--- src/rtl/cdal_pkg.sv ---
package cdal_pkg;
    localparam int ADDR_W = 3;

    typedef enum logic [ADDR_W-1:0] {
        A_INTERVAL = 3'd0,
        A_REMAIN   = 3'd1,
        A_RUN      = 3'd2,
        A_IRQEN    = 3'd3,
        A_STATUS   = 3'd4,
        A_WAKEEN   = 3'd5
    } reg_addr_e;

    typedef struct packed {
        logic run;
        logic irq_en;
        logic wake_en;
        logic pending;
    } ctrl_state_t;
endpackage

--- src/rtl/cdal_counter.sv ---
module cdal_counter #(
    parameter int CNT_W = 32
) (
    input  logic             clk,
    input  logic             rst_n,
    input  logic             tick,
    input  logic             run,
    input  logic             load_en,
    input  logic [CNT_W-1:0] load_val,
    output logic [CNT_W-1:0] remain,
    output logic [CNT_W-1:0] interval,
    output logic             expire
);
    localparam logic [CNT_W-1:0] ONE = CNT_W'(1);

    typedef struct packed {
        logic [CNT_W-1:0] rem;
        logic [CNT_W-1:0] ivl;
    } cnt_state_t;

    cnt_state_t st_d, st_q;
    logic       step;

    always_comb begin
        st_d   = st_q;
        step   = tick && run && (st_q.rem != '0);
        expire = step && !load_en && (st_q.rem == ONE);
        if (load_en) begin
            st_d.rem = load_val;
            st_d.ivl = load_val;
        end else if (step) begin
            st_d.rem = st_q.rem - ONE;
        end
    end

    always_ff @(posedge clk or negedge rst_n) begin
        if (!rst_n) st_q <= '0;
        else        st_q <= st_d;
    end

    assign remain   = st_q.rem;
    assign interval = st_q.ivl;
endmodule

--- src/rtl/cdal_ctrl.sv ---
module cdal_ctrl
    import cdal_pkg::*;
(
    input  logic              clk,
    input  logic              rst_n,
    input  logic              wr_en,
    input  logic [ADDR_W-1:0] wr_addr,
    input  logic              wr_bit0,
    input  logic              expire,
    output ctrl_state_t       ctrl
);
    ctrl_state_t cs_d, cs_q;
    logic        clr;

    always_comb begin
        cs_d = cs_q;
        clr  = wr_en && (wr_addr == A_STATUS) && wr_bit0;
        if (wr_en) begin
            case (wr_addr)
                A_RUN:    cs_d.run     = wr_bit0;
                A_IRQEN:  cs_d.irq_en  = wr_bit0;
                A_WAKEEN: cs_d.wake_en = wr_bit0;
                default:  ;
            endcase
        end
        cs_d.pending = expire || (cs_q.pending && !clr);
    end

    always_ff @(posedge clk or negedge rst_n) begin
        if (!rst_n) cs_q <= '0;
        else        cs_q <= cs_d;
    end

    assign ctrl = cs_q;
endmodule

--- src/rtl/cdal_rdmux.sv ---
module cdal_rdmux
    import cdal_pkg::*;
#(
    parameter int CNT_W = 32
) (
    input  logic [ADDR_W-1:0] rd_addr,
    input  logic [CNT_W-1:0]  remain,
    input  logic [CNT_W-1:0]  interval,
    input  ctrl_state_t       ctrl,
    output logic [CNT_W-1:0]  rd_data
);
    always_comb begin
        rd_data = '0;
        case (rd_addr)
            A_INTERVAL: rd_data = interval;
            A_REMAIN:   rd_data = remain;
            A_RUN:      rd_data[0] = ctrl.run;
            A_IRQEN:    rd_data[0] = ctrl.irq_en;
            A_STATUS:   rd_data[0] = ctrl.pending;
            A_WAKEEN:   rd_data[0] = ctrl.wake_en;
            default:    rd_data = '0;
        endcase
    end
endmodule

--- src/rtl/secs_countdown_alarm.sv ---
module secs_countdown_alarm
    import cdal_pkg::*;
#(
    parameter int CNT_W = 32
) (
    input  logic              clk,
    input  logic              rst_n,
    input  logic              sec_tick,
    input  logic              wr_en,
    input  logic [ADDR_W-1:0] wr_addr,
    input  logic [CNT_W-1:0]  wr_data,
    input  logic [ADDR_W-1:0] rd_addr,
    output logic [CNT_W-1:0]  rd_data,
    output logic              irq,
    output logic              wake
);
    logic [CNT_W-1:0] remain;
    logic [CNT_W-1:0] interval;
    logic             expire;
    logic             load_en;
    ctrl_state_t      ctrl;

    assign load_en = wr_en && (wr_addr == A_INTERVAL);

    cdal_counter #(.CNT_W(CNT_W)) cnt_i (
        .clk      (clk),
        .rst_n    (rst_n),
        .tick     (sec_tick),
        .run      (ctrl.run),
        .load_en  (load_en),
        .load_val (wr_data),
        .remain   (remain),
        .interval (interval),
        .expire   (expire)
    );

    cdal_ctrl ctrl_i (
        .clk     (clk),
        .rst_n   (rst_n),
        .wr_en   (wr_en),
        .wr_addr (wr_addr),
        .wr_bit0 (wr_data[0]),
        .expire  (expire),
        .ctrl    (ctrl)
    );

    cdal_rdmux #(.CNT_W(CNT_W)) rdmux_i (
        .rd_addr  (rd_addr),
        .remain   (remain),
        .interval (interval),
        .ctrl     (ctrl),
        .rd_data  (rd_data)
    );

    assign irq  = ctrl.pending && ctrl.irq_en;
    assign wake = ctrl.pending && ctrl.wake_en;
endmodule

--- config.mk ---
export PLATFORM = sky130hd
export DESIGN_NAME = secs_countdown_alarm
export DESIGN_NICKNAME = d
export VERILOG_FILES = /design/src/rtl/cdal_pkg.sv /design/src/rtl/cdal_counter.sv /design/src/rtl/cdal_ctrl.sv /design/src/rtl/cdal_rdmux.sv /design/src/rtl/secs_countdown_alarm.sv
export SDC_FILE = /design/constraint.sdc
export NUM_CORES = 1
export LEC_CHECK = 0
export ABC_AREA = 1
export CORE_UTILIZATION = 40
export CTS_CLUSTER_SIZE = 10
export DETAILED_ROUTE_END_ITERATION = 6
export PLACE_DENSITY = 0.71
export SKIP_LAST_GASP = 1
export SLEW_MARGIN = 20
export SYNTH_ARGS = -nofsm -noshare
export SYNTH_HDL_FRONTEND = slang
export SYNTH_SLANG_ARGS = --single-unit
--- constraint.sdc ---
create_clock -name clk -period 2.5 [get_ports clk]
set_clock_uncertainty 0.1 [all_clocks]
set_input_delay 0.5 -clock clk [delete_from_list [all_inputs] [get_ports clk]]
set_output_delay 0.5 -clock clk [all_outputs]
set_load 0.01 [all_outputs]
* Word level (Yosys, flattened, before mapping) *
Index checks and enable logic that the tools add are counted.

storage, ports and cells
  register bits = 68
  input port bits = 42
  output and inout bits = 34
  logic and storage cells = 41

operators by class
  add/subtract/negate cells = 1
  equality and inequality tests = 10
  mux-type cells = 4
  reduce and logical (&&, ||, !) cells = 20

operator list
  operator                                               count
  2-to-1 mux 32 bit                                      2
  one-hot mux 31 bit (2 select lines)                    1
  equality test 32 x 1 -> 1 bit (second input constant)  1
  nonzero test 32 bit                                    1
  subtractor 32 x 1 -> 32 bit (second input constant)    1
  equality test 3 x 2 -> 1 bit (second input constant)   4
  equality test 3 bit (second input constant)            4
  logical AND 1 bit                                      10
  zero test 3 bit                                        2
  one-hot mux 1 bit (6 select lines)                     1
  AND reduction 2 bit                                    3
  equality test 3 x 1 -> 1 bit (second input constant)   1
  zero test 1 bit                                        2
  nonzero test 2 bit                                     1
  logical OR 1 bit                                       1

* Logic depth before layout (Yosys ltp) *
  depth after elaboration = 6
  gate-level depth with buffers = 11
  gate-level depth less buffers = 11

* Hierarchy *
Synthesis repeated with hierarchy kept, for this count alone.

unflattened totals
  cell total of the unflattened synthesis = 695
  area total of the unflattened synthesis = 4450.5 um2

modules (own cells, without submodules)
  module                instances  cells an instance  area each (um2)
  cdal_counter          1          532                3678.5
  cdal_rdmux            1          125                533.0
  cdal_ctrl             1          28                 201.4
  secs_countdown_alarm  1          10                 37.5

* Worst setup path before layout *
No wires, ideal clock.

  path type = input port to output port
  start = input rd_addr[2]
  end = output rd_data[12]
  arrival time = 1.310 ns
  data required time = 1.900 ns
  setup slack = 0.590 ns
  cell stages on the path = 4
  path buffers = 1
  path through = nor3_1 > inv_1 > clkbuf_1 > o21ai_0

between the ends
  cells in the longest elaborated chain, start to end = 2

RTL lines
  what                                                             line                        source
  start: declaration                                               secs_countdown_alarm.sv:12  input logic [ADDR_W-1:0] rd_addr,
  equality test 3 x 1 -> 1 bit or zero test 3 bit (tied branches)  cdal_rdmux.sv:14            case (rd_addr)
  one-hot mux 31 bit (2 select lines) (*)                          cdal_rdmux.sv:14
  end: declaration                                                 secs_countdown_alarm.sv:13  output logic [CNT_W-1:0] rd_data,

Every way passes the cells marked *; elsewhere a longest branch is shown, timed or not.

* Final worst setup path *
  start = input rd_addr[2]
  end = output rd_data[9]

Same word-level chain as after synthesis.

==> run_results.csv <==
group,metric,value,unit
layout,n_antenna_cell,0,
synth,ys_seq_area_share,40.2,%
sta,max_slew_margin,68.4,%
clock_network,clock-sinks,68,
synth,ys.flop_type,"dfrtp_1",
synth,synth_edf_count,0,
hold_path,hp-class,"in2async",
synth,ys_ff_latch,68,
clock_network,cts_inserted_buffers,9,
setup_path,cp_top_family,"buffers and inverters",
placement,routabilityCongestion,0.895,
clock_network,clockBufferDepth,2,
clock_network,insertion_delay,0.36,ns
global_route,antenna_found_initial,0,
setup_path,slowest_stage,"clkdlybuf4s50_1",
clock_network,h-tree-depth,3,
run_status,status,"complete, no violations",
sta,max_freq,403,MHz
pwr,swShare,41.9,%
pwr,clkPwrFrac,23.3,%
placement,pre_cts_slack,-0.414,ns
synth,ys_warn_count,0,
detailed_routing,drt-pass1-iter-count,4,
layout,fin_area,5430,um^2
synth,async_reset_ff_share,100,%
sta,rsz0062_at_grt,"yes",
pwr,seqPwrFrac,34.9,%
setup_path,crit_required,1.90,ns
placement,dpl.hpwl,9.06,mm
layout,synthToLayoutAreaGrowth,28.3,%
die,die_h,105,um
synth,synthesis.area,4230,um^2
detailed_routing,wl,12.2,mm
detailed_routing,top_layer,"met4",
detailed_routing,wl_per_cell,14.6,um
die,row_count,37,
setup_path,crit_fanout,14,
pwr,powerDensity,917,nW/um^2
placement,placed_cell_area,5200,um^2
pwr,internal-power,2.89,mW
synth,netlist_instances,611,
pwr,combPwrFrac,41.8,%
detailed_routing,vias_per_cell,5.04,
placement,port_buffers,75,
sta,finalSetupViolCount,0,
synth,synth.most_common_cell,"nand2_1",
synth,syn_avg_cell_area,6.93,um^2
die,ioPinCount,76,
global_route,grt_max_degree,69,
clock_network,cts_tree,"built",
sta,post-route-period-util,99.4,%
global_route,overflow,0,
sta,min_period,2.48,ns
detailed_routing,met3_wirelength,610,um
global_route,grt_pass1_wl,20.5,mm
detailed_routing,route.antenna.remaining_nets,0,
synth,synth_top_area_share,40.2,%
synth,syn-num-nets,655,
clock_network,hold_buffers,0,
die,die-area,11000,um^2
clock_network,path_clk_slew,0.07,ns
pwr,p_leak,2.67,nW
sta,worst_pin_slew,0.473,ns
clock_network,cts_root_buf,"clkbuf_8",
detailed_routing,num_vias,4207,
die,core_area,10300,um^2
layout,drive_gt1_share,12.5,%
setup_path,cp.buffers_inverters,5,
detailed_routing,dr.first_iter.drc_count,242,
detailed_routing,drc_errors,0,
setup_path,end_kind,"output port",
sta,setup_ws,0.0156,ns
pwr,ir_drop,0.000416,V
setup_path,critPathLaunchType,"input pin",
die,die_w,105,um
flow_run,cap_violations,0,
layout,nets,737,
detailed_routing,met1_length,5.61,mm
synth,synthTopCellsByCount,"nand2_1 (160), inv_1 (86), nor2_1 (78), o21ai_0 (73), dfrtp_1 (68)",
synth,synth_cell_type_count,31,
synth,synth_area_leader_cell,"dfrtp_1",
setup_path,crit_type,"in2out",
synth,synthTopCellsByArea,"dfrtp_1 (40%), nand2_1 (14%), o21ai_0 (8.6%)",
pwr,power,4.98,mW
global_route,grtUsageTotal,23.7,%
pwr,p_switching,2.09,mW
detailed_routing,met2_length,5.78,mm
setup_path,critPathMaxStageDelay,0.46,ns
setup_path,cp.arrival,1.88,ns
setup_path,crit_chain,"clkdlybuf4s50_1, nor3_2, buf_4, inv_2, buf_6, o21ai_0, dlygate4sd2_1",
die,start_util,41.2,%
global_route,first_global_vias,4173,
sta,timing.hold.ws,0.0599,ns
layout,final_core_util,52.8,%
sta,hold_viol,0,
sta,drv_slew,0,
## logic make-up (layout without fill, tap and decap cells)
family	Yosys count	after routing	synth area share, %
and+or+nand+nor	305	305	30.6
DFF	68	68	40.2
adders and majority gates	2	2	0.591
AOI/OAI and AO/OA	121	121	16.7
buffers and inverters	109	196	10.7
xor gates and xnor gates	6	6	1.24
## final cells by class
type | instances | area (um^2)
multi-input cells | 434 | 2100
flip-flops and latches | 68 | 1700
clock inverters | 4 | 95.1
repair buffers | 93 | 877
fillers | 1036 | 4850
well taps | 136 | 170
clock buffers | 12 | 155
inverters | 87 | 332
## state kept, by name, summed over array words and instances (netlist names)
register	cells
cnt_i.remain	32
cnt_i.interval	32
ctrl_i.ctrl	4
## power groups by stage
stage	Sequential [mW]	Combinational, mW	Clock, mW
CTS	1.73	2.07	1.18
detailed placement	1.75	2.08	0
global placement	1.74	2.02	0
finish	1.74	2.08	1.16
global route	1.79	2.39	1.22
floorplan	1.66	1.51	0
## final timing paths
kind / startpoint / end / slack [ns] / cells after the start
hold / removal: rst_n / cnt_i.interval[13] / 0.06 / 2
max in group asynchronous: rst_n / ctrl_i.ctrl[0] / 1.93 / 2
min in group clk: cnt_i.interval[2] / cnt_i.interval[2] / 0.39 / 2
setup / recovery: rd_addr[2] / rd_data[9] / 0.02 / 7
setup reg to reg: cnt_i.remain[1] / cnt_i.remain[30] / 0.25 / 10
hold reg to reg: cnt_i.interval[2] / cnt_i.interval[2] / 0.39 / 2
## placed cells by master (no fill, tap or decap), types with 7 or more instances in the layout
master and count:
o21ai_2 13, clkdlybuf4s50_1 40, o22ai_1 20, o21ai_0 67, nand2_1 159, buf_4 12, inv_1 84, nor2_1 77
clkbuf_8 11, nand4_1 8, dlygate4sd2_1 7, nand3_1 39, clkbuf_2 10, clkdlybuf4s15_1 9, dfrtp_1 68, a21oi_1 7
## routing by layer
layer | up-vias | track usage (%)
li1 | 2129 | -
met1 | 1945 | 31.7
met2 | 115 | 39.5
met3 | 18 | 3.12
met4 | 0 | 8.05
met5 | - | 0
## worst reg2reg max path: stages, from the launching register on
cell     delay [ns]
dfrtp_1        0.36
inv_1          0.21
ha_1           0.32
nand2_2        0.14
nor2_4         0.21
nand2_4        0.09
o21ai_4        0.25
nand2_4        0.13
buf_12         0.19
nor2_1         0.09
a21oi_1        0.05
## stage by stage
step	setup TNS [ns]	instances
3_3_place_gp	-13.54	817
4_1_cts	-0.0182	834
6_report	0	834
2_1_floorplan	0	611
3_5_place_dp	-12.06	817
5_1_grt	-0.155	834
## what timing repair did
action,in CTS,in global routing
setup buffers,1,0
pin swaps,1,0
setup endpoints to repair,32,22
gates resized for setup,65,32
(Power assumes the default switching activity.)
